[config.mk]
export PLATFORM = sky130hd
export DESIGN_NAME = acc_alu8
export DESIGN_NICKNAME = d
export VERILOG_FILES = /design/src/rtl/alu8_pkg.sv /design/src/rtl/alu8_arith.sv /design/src/rtl/alu8_logic.sv /design/src/rtl/acc_alu8.sv
export SDC_FILE = /design/constraint.sdc
export NUM_CORES = 1
export LEC_CHECK = 0
export ABC_AREA = 1
export BUFFER_PORTS_ARGS = -buffer_cell sky130_fd_sc_hd__buf_2
export CELL_PAD_IN_SITES_DETAIL_PLACEMENT = 1
export CELL_PAD_IN_SITES_GLOBAL_PLACEMENT = 1
export CORE_MARGIN = 2
export CORE_UTILIZATION = 45
export CTS_CLUSTER_DIAMETER = 40
export DETAILED_ROUTE_END_ITERATION = 7
export GPL_TIMING_DRIVEN = 0
export PLACE_DENSITY_LB_ADDON = 0.05
export REMOVE_ABC_BUFFERS = 1
export SETUP_SLACK_MARGIN = 0.15
export SYNTH_ARGS = -nofsm -noshare
export SYNTH_HDL_FRONTEND = slang
export SYNTH_SLANG_ARGS = --single-unit
export TNS_END_PERCENT = 1
[constraint.sdc]
create_clock -name clk -period 11.6 [get_ports clk]
set_input_delay 1.16 -clock clk [delete_from_list [all_inputs] [get_ports clk]]
set_output_delay 1.16 -clock clk [all_outputs]
set_load 0.03 [all_outputs]
[src/rtl/alu8_pkg.sv]
package alu8_pkg;
  parameter int DATA_W = 8;
  parameter int FLAG_W = 5;
  parameter int OP_W   = 4;

  localparam int F_S  = 4;
  localparam int F_Z  = 3;
  localparam int F_AC = 2;
  localparam int F_P  = 1;
  localparam int F_CY = 0;

  typedef enum logic [OP_W-1:0] {
    OP_ADD  = 4'd0,
    OP_ADC  = 4'd1,
    OP_SUB  = 4'd2,
    OP_SBB  = 4'd3,
    OP_INC  = 4'd4,
    OP_DEC  = 4'd5,
    OP_AND  = 4'd6,
    OP_OR   = 4'd7,
    OP_XOR  = 4'd8,
    OP_CPL  = 4'd9,
    OP_DAA  = 4'd10,
    OP_ROLC = 4'd11,
    OP_RORC = 4'd12,
    OP_ROLT = 4'd13,
    OP_RORT = 4'd14,
    OP_PASS = 4'd15
  } alu_op_e;
endpackage

[src/rtl/alu8_arith.sv]
module alu8_arith
  import alu8_pkg::*;
#(
  parameter int W = DATA_W
) (
  input  logic [OP_W-1:0] op,
  input  logic [W-1:0]    a,
  input  logic [W-1:0]    b,
  input  logic            cy_in,
  input  logic            ac_in,
  output logic [W-1:0]    res,
  output logic            cy_out,
  output logic            ac_out
);
  localparam int NB = 4;

  logic          use_c;
  logic [W:0]    full;
  logic [NB:0]   low;
  logic          lo_fix, hi_fix;
  logic [W:0]    step1, step2;
  logic [NB:0]   lo_adj;

  always_comb begin
    use_c  = 1'b0;
    full   = '0;
    low    = '0;
    res    = '0;
    cy_out = cy_in;
    ac_out = 1'b0;
    lo_fix = 1'b0;
    hi_fix = 1'b0;
    step1  = '0;
    step2  = '0;
    lo_adj = '0;
    case (op)
      OP_ADD, OP_ADC: begin
        use_c  = (op == OP_ADC) && cy_in;
        full   = {1'b0, a} + {1'b0, b} + (W+1)'(use_c);
        low    = {1'b0, a[NB-1:0]} + {1'b0, b[NB-1:0]} + (NB+1)'(use_c);
        res    = full[W-1:0];
        cy_out = full[W];
        ac_out = low[NB];
      end
      OP_SUB, OP_SBB: begin
        use_c  = (op == OP_SBB) && cy_in;
        full   = {1'b0, a} - {1'b0, b} - (W+1)'(use_c);
        low    = {1'b0, a[NB-1:0]} - {1'b0, b[NB-1:0]} - (NB+1)'(use_c);
        res    = full[W-1:0];
        cy_out = full[W];
        ac_out = low[NB];
      end
      OP_INC: begin
        res    = b + W'(1);
        ac_out = (b[NB-1:0] == {NB{1'b1}});
      end
      OP_DEC: begin
        res    = b - W'(1);
        ac_out = (b[NB-1:0] == '0);
      end
      OP_DAA: begin
        lo_fix = (a[NB-1:0] > NB'(9)) || ac_in;
        lo_adj = {1'b0, a[NB-1:0]} + (NB+1)'(6);
        step1  = {1'b0, a} + (lo_fix ? (W+1)'(6) : '0);
        hi_fix = step1[W] || (step1[W-1:NB] > (W-NB)'(9)) || cy_in;
        step2  = step1 + (hi_fix ? (W+1)'(8'h60) : '0);
        res    = step2[W-1:0];
        ac_out = lo_fix && lo_adj[NB];
        cy_out = hi_fix;
      end
      default: ;
    endcase
  end
endmodule

[src/rtl/alu8_logic.sv]
module alu8_logic
  import alu8_pkg::*;
#(
  parameter int W = DATA_W
) (
  input  logic [OP_W-1:0] op,
  input  logic [W-1:0]    a,
  input  logic [W-1:0]    b,
  input  logic            cy_in,
  output logic [W-1:0]    res,
  output logic            cy_out
);
  always_comb begin
    res    = a;
    cy_out = cy_in;
    case (op)
      OP_AND:  begin res = a & b; cy_out = 1'b0; end
      OP_OR:   begin res = a | b; cy_out = 1'b0; end
      OP_XOR:  begin res = a ^ b; cy_out = 1'b0; end
      OP_CPL:  res = ~a;
      OP_ROLC: begin res = {a[W-2:0], a[W-1]}; cy_out = a[W-1]; end
      OP_RORC: begin res = {a[0], a[W-1:1]};   cy_out = a[0];   end
      OP_ROLT: begin res = {a[W-2:0], cy_in};  cy_out = a[W-1]; end
      OP_RORT: begin res = {cy_in, a[W-1:1]};  cy_out = a[0];   end
      default: ;
    endcase
  end
endmodule

[src/rtl/acc_alu8.sv]
module acc_alu8
  import alu8_pkg::*;
#(
  parameter int W  = DATA_W,
  parameter int FW = FLAG_W
) (
  input  logic            clk,
  input  logic            rst,
  input  logic            en,
  input  logic [OP_W-1:0] op_code,
  input  logic [W-1:0]    acc_in,
  input  logic [W-1:0]    opnd_in,
  input  logic [FW-1:0]   flags_in,
  output logic [W-1:0]    res_q,
  output logic [FW-1:0]   flags_q
);
  logic [W-1:0]  ar_res, lg_res, nxt_res;
  logic          ar_cy, ar_ac, lg_cy;
  logic [FW-1:0] nxt_fl;

  alu8_arith #(.W(W)) u_arith (
    .op(op_code), .a(acc_in), .b(opnd_in),
    .cy_in(flags_in[F_CY]), .ac_in(flags_in[F_AC]),
    .res(ar_res), .cy_out(ar_cy), .ac_out(ar_ac)
  );

  alu8_logic #(.W(W)) u_logic (
    .op(op_code), .a(acc_in), .b(opnd_in),
    .cy_in(flags_in[F_CY]),
    .res(lg_res), .cy_out(lg_cy)
  );

  always_comb begin
    nxt_fl = flags_in;
    case (op_code)
      OP_ADD, OP_ADC, OP_SUB, OP_SBB, OP_INC, OP_DEC, OP_DAA: begin
        nxt_res        = ar_res;
        nxt_fl[F_S]    = ar_res[W-1];
        nxt_fl[F_Z]    = (ar_res == '0);
        nxt_fl[F_P]    = ~^ar_res;
        nxt_fl[F_AC]   = ar_ac;
        nxt_fl[F_CY]   = ar_cy;
      end
      OP_AND, OP_OR, OP_XOR: begin
        nxt_res        = lg_res;
        nxt_fl[F_S]    = lg_res[W-1];
        nxt_fl[F_Z]    = (lg_res == '0);
        nxt_fl[F_P]    = ~^lg_res;
        nxt_fl[F_AC]   = (op_code == OP_AND);
        nxt_fl[F_CY]   = lg_cy;
      end
      OP_ROLC, OP_RORC, OP_ROLT, OP_RORT: begin
        nxt_res        = lg_res;
        nxt_fl[F_CY]   = lg_cy;
      end
      default: nxt_res = lg_res;
    endcase
  end

  always_ff @(posedge clk) begin
    if (rst) begin
      res_q   <= '0;
      flags_q <= '0;
    end else if (en) begin
      res_q   <= nxt_res;
      flags_q <= nxt_fl;
    end
  end

  // reset wins over enable
  p_reset_clear_r1: assert property (@(posedge clk)
    rst |=> (res_q == '0 && flags_q == '0));

  // registers hold while disabled
  p_hold_r2: assert property (@(posedge clk) disable iff (rst)
    !en |=> ($stable(res_q) && $stable(flags_q)));

  // parity flag agrees with the stored result for arithmetic/logic classes
  p_parity_r5: assert property (@(posedge clk) disable iff (rst)
    (en && (op_code <= OP_XOR || op_code == OP_DAA)) |=>
      (flags_q[F_P] == ~^res_q && flags_q[F_Z] == (res_q == '0)));

  // increment/decrement keep carry
  p_incdec_cy_r6: assert property (@(posedge clk) disable iff (rst)
    (en && (op_code == OP_INC || op_code == OP_DEC)) |=>
      flags_q[F_CY] == $past(flags_in[F_CY]));

  // AND forces AC=1, CY=0
  p_and_flags_r7: assert property (@(posedge clk) disable iff (rst)
    (en && op_code == OP_AND) |=> (flags_q[F_AC] && !flags_q[F_CY]));

  // OR/XOR clear AC and CY
  p_orxor_flags_r8: assert property (@(posedge clk) disable iff (rst)
    (en && (op_code == OP_OR || op_code == OP_XOR)) |=>
      (!flags_q[F_AC] && !flags_q[F_CY]));

  // complement keeps every flag
  p_cpl_flags_r9: assert property (@(posedge clk) disable iff (rst)
    (en && op_code == OP_CPL) |=> flags_q == $past(flags_in));

  // rotates keep S, Z, AC, P
  p_rot_keep_r12: assert property (@(posedge clk) disable iff (rst)
    (en && op_code >= OP_ROLC && op_code <= OP_RORT) |=>
      flags_q[FW-1:F_P] == $past(flags_in[FW-1:F_P]));
endmodule

* After elaboration in Yosys (flattened, before gate mapping)
Cells that the tools add are included.
Operators by class: add/sub/neg operators 13, order comparisons 2, eq/ne operators 15, muxes and demuxes 10, bitwise logic cells 4, reductions and logical operators 19
Operators by type and width (count):
- 8-bit one-hot mux with 8 select lines | 1
- 8-bit one-hot mux with 5 select lines | 1
- 4-bit == test, second input constant | 8
- 4-bit by 3-bit == test with 1-bit output, second input constant | 4
- 8-bit logical NOT | 2
- 8-bit XNOR reduction | 2
- 7-bit OR reduction | 2
- 8-bit by 3-bit adder with 9-bit output | 1
- 8-bit by 8-bit adder with 9-bit output | 1
- 9-bit by 1-bit adder with 9-bit output | 1
- 8-bit by 8-bit subtractor with 9-bit output | 1
- 9-bit by 1-bit subtractor with 9-bit output | 1
- 8-bit by 1-bit adder with 8-bit output, second input constant | 1
- 8-bit adder | 1
- 8-bit bitwise AND | 1
- 4-bit by 2-bit == test with 1-bit output, second input constant | 2
- 4-bit greater-than comparator, second input constant | 2
- 4-bit logical NOT | 2
- 8-bit two-way mux | 1
- 8-bit inverter | 1
- 8-bit OR | 1
- 4-bit one-hot mux with 2 select lines | 1
- 2-bit OR reduction | 4
- 8-bit by 1-bit subtractor with 8-bit output, second input constant | 1
- other kinds (15) | 20
Storage, ports and cells: register bits 13, input bits 28, output and inout port bits 13, logic and storage cells 65

* Logic depth before layout (Yosys ltp)
word-level depth 12, gate-level depth with buffers 25, depth with buffers taken out 24

* Cells and area by module
A second synthesis with hierarchy kept.
Unflattened totals: cell total of the unflattened synthesis 652, area, all modules 3799.9 µm²
Modules (own cells, without submodules):
- alu8_arith | instances 1, cells an instance 294, area an instance 1784.2 µm², seq. area each 0.0 µm²
- acc_alu8 | instances 1, cells an instance 178, area an instance 1074.8 µm², seq. area each 260.2 µm²
- alu8_logic | instances 1, cells an instance 180, area an instance 940.9 µm², seq. area each 0.0 µm²

* Least setup slack after synthesis
Ideal clock, no wire load.
path type input to register, start input acc_in[3], end register flags_q[1], library setup time 0.124 ns, data arrival time 4.595 ns, required time 11.476 ns, path slack 6.882 ns, cell stages on the path 22, path buffers 1, path through buf_2 inv_1 a21oi_1 or2_2 ha_1 fa_1 nand2_1 nor3_1 xor2_1 nand2_1 nand2_1 ha_1 inv_1 fa_1 or2_1 nand4_1 inv_1 ha_1 xnor2_1 xnor2_1 a21oi_1 a31oi_1
Between the ends: longest elaborated chain between the ends 12, elaborated cells on any way between the ends 22, those cells by class add/sub: 6; order compare: 2; mux: 5; bitwise: 4; reduce/logical: 5
Ends and longest elaborated chain:
- start: declaration | line acc_alu8.sv:11 | input logic [W-1:0] acc_in,
- 4-bit greater-than comparator | line alu8_arith.sv:62 | lo_fix = (a[NB-1:0] > NB'(9)) || ac_in;
- 1-bit logical OR | line alu8_arith.sv:62
- 3-bit two-way mux | line alu8_arith.sv:64 | step1 = {1'b0, a} + (lo_fix ? (W+1)'(6) : '0);
- 8-bit by 3-bit adder with 9-bit output | line alu8_arith.sv:64
- 4-bit greater-than comparator | line alu8_arith.sv:65 | hi_fix = step1[W] || (step1[W-1:NB] > (W-NB)'(9)) || cy_in;
- 1-bit logical OR (2 in series) | line alu8_arith.sv:65
- 7-bit two-way mux | line alu8_arith.sv:66 | step2 = step1 + (hi_fix ? (W+1)'(8'h60) : '0);
- 8-bit adder | line alu8_arith.sv:66
- 8-bit one-hot mux with 5 select lines | line alu8_arith.sv:36 | case (op)
- 8-bit XNOR reduction | line acc_alu8.sv:40 | nxt_fl[F_P] = ~^ar_res;
- 4-bit one-hot mux with 2 select lines * | line acc_alu8.sv:35 | case (op_code)
- end signal: assignment | line acc_alu8.sv:66 | flags_q <= nxt_fl;
- end: declaration | line acc_alu8.sv:15 | output logic [FW-1:0] flags_q
Every way passes the cells marked *; elsewhere a longest branch is shown, timed or not. A chain may end at the register's enable or synchronous reset.

* Final worst setup path
start input acc_in[1], end register flags_q[1]
The elaborated chain is that of the path after synthesis.

==> metrics <==
run status=finished clean; Power Dens Cells=75.8 mW/mm^2; Synth Flop Type=dfxtp_1; final non-filler cell total=629; Bufs on Longest Clock Path=2; number of global-route vias before repair=3540; critical path arrival=5.17 ns; Crit Path Category=primary input to flop; root buffer cell=clkbuf_8; Pre-antenna DRT Iters=5; final worst path period share=0.434; fmax=0.199 GHz; routed vias=3643; synthesized area=0.00311 sq mm; CP Capture Type=flop; setup_tns=0 ns; Clock Latency Late Sink=0.24 ns; share of post-route cells with drive strength above 1=0.133; top cell type's share of synthesized area=0.189; Synth async-reset ratio=0; Seq/Total Area, Yosys=0.0836; WL per Instance=17.3 microns; Data required, critical path=11.73 ns; Final HPWL DP=9.28 mm; M1 WL=5.06 mm; Routed WL=10.9 mm; Area growth syn-to-layout=9.89%; RSZ-0062 raised after global routing=false; Rows=30; # diodes=0; Fill cells=981; post-layout util=0.506; top post-synthesis cells by area=ha_1, nand2_1, inv_1; chip width=87.2 microns; CTS buffer count=3; post_cts resized=0; Post-synth EDFFs=0; Vias/cell=5.79; RePlAce Congestion=0.942; distinct cell type count after synthesis=40; Die Area=0.00760 sq mm; Die H=87.2 microns; top layer in use=met4; Synth Area per Inst=6.09 sq um; Power, Total=259 uW; Synth Instances=511; H-tree Lvls=1; post-CTS setup buffers=0; Max Transition Viols Final=0; largest net degree at the start of global routing=24; Slew HR=0.644; placed cell count=625; clk_skew=0 ns; Final min period=5.04 ns; slew of the pin with the lowest slew margin=0.534 ns; drt drc=0; clock slew at the register clock pins of the worst setup and hold paths=0.06 ns; All-Layer GR Usage=0.297; Seq cells post-synth=13; maximum vdd ir drop=0.0000306 V; synth warn=0; initial antenna violation count=0; Fin. Hold Viols=0; Nets=632; CTS hold repair buffers=0; Routed met2 length=5.08 mm; core area=0.00676 sq mm; Max Cap Violations=0; global-route wire length before repair=17.6 mm; final setup margin=6.56 ns; startpoint types=primary input; Final Setup Violations=0; Setup WS pre-CTS=6.32 ns; LEAKAGE=0.00180 uW; IO Port Bufs=40; effective utilization at floorplan=0.461; Detail Route Antenna Nets=0; Initial DRC Count=218; worst-path fanout max=8; remaining global-route overflow=0; CTS sink cnt=13; # IOs=41; CTS tree=done; min-delay worst type=flop to flop; DR WL met3=500 microns; most area-hungry cell type in the Yosys netlist=ha_1
-- Yosys cell counts, drive strengths merged, types with 2 or more instances --
| library cell | count |
|---|---|
| nand2 | 105 |
| inv | 84 |
| nor2 | 61 |
| o21ai | 48 |
| ha | 47 |
| a21oi | 38 |
| nand3 | 31 |
| nand4 | 16 |
| dfxtp | 13 |
| o22ai | 12 |
| nor3 | 10 |
| fa | 7 |
| or2 | 6 |
| xnor2 | 6 |
| buf | 5 |
| a31oi | 4 |
| a21o | 3 |
| xor2 | 3 |
| a22oi | 2 |
| o21bai | 2 |
-- cells in the final DEF, fill, tap and decap left out, types with 2 or more instances in the layout --
cell and instances:
o21bai_1 2, inv_2 8, nand4_1 15, nor2_4 4, nand2_2 2, ha_1 47
o22ai_1 12, dfxtp_1 13, a21oi_1 37, buf_2 40, a31oi_1 4, clkbuf_8 3
nor2_1 50, inv_1 76, xnor2_1 6, nor2_2 7, o21ai_0 46, fa_1 7
a21o_1 3, or2_2 5, a22oi_1 2, nand3_1 31, xor2_1 3, nor3_1 9
nand2_1 103
-- worst paths after layout --
kind	startpoint	end	slack, ns	depth (start not counted)
max	acc_in[1]	flags_q[1]	6.56	22
min reg2reg	res_q[6]	res_q[6]	0.51	2
max reg2reg	res_q[4]	res_q[4]	10.95	4
min	res_q[6]	res_q[6]	0.51	2
-- final cells by class --
cell class / instances / area, sq um / share of cell area
Clock buffer: 4 / 45.0 / 0.0132
Inverter: 85 / 319 / 0.0933
Multi-Input combinational cell: 407 / 2490 / 0.730
Sequential cell: 13 / 260 / 0.0761
Tap cell: 80 / 100 / 0.0293
Timing Repair Buffer: 40 / 200 / 0.0585
-- sequential cells by signal, indices dropped and copies added, names as in the netlist --
signal,count
res_q,8
flags_q,5
-- stage by stage --
| step | hold slack [ns] | area (sq um) |
|---|---|---|
| after floorplan | 0.645 | 3070 |
| after global placement | 0.490 | 3370 |
| after detailed placement | 0.495 | 3370 |
| after CTS | 0.511 | 3420 |
| after global routing | 0.539 | 3420 |
| final | 0.505 | 3420 |
-- cells by family (layout without fill, tap and decap cells) --
group                      Yosys count  in the layout  share of synthesized area
adders and majority gates           54             54                      0.234
and+or+nand+nor                    232            232                      0.343
buffers and inverters               91            129                      0.115
xor gates and xnor gates             9              9                     0.0253
DFF                                 13             13                     0.0836
AOI/OAI and AO/OA                  112            112                      0.200
-- critical path, cell delays in order --
cell and delay (ns):
buf_2 0.17, inv_1 0.24, a21oi_1 0.13, or2_2 0.34, ha_1 0.25, fa_1 0.42, nand2_1 0.13, nor3_1 0.07
xor2_1 0.21, nand2_1 0.08, nand2_1 0.11, ha_1 0.16, inv_1 0.05, fa_1 0.38, nor2_1 0.11, o21ai_0 0.08
nor2_1 0.24, ha_1 0.30, xnor2_1 0.19, xnor2_1 0.11, a21oi_1 0.15, a31oi_1 0.08
-- power by group --
group	switching (uW)	internal [uW]
registers	1.66	49.1
clock network	16.8	24.3
logic	109	59.0
-- layer usage --
| metal | track usage | vias up |
|---|---|---|
| li1 | - | 1771 |
| met1 | 0.408 | 1747 |
| met2 | 0.510 | 107 |
| met3 | 0.0190 | 18 |
| met4 | 0.0643 | 0 |
| met5 | 0 | - |
No activity file was read; power rests on OpenSTA's default activity.
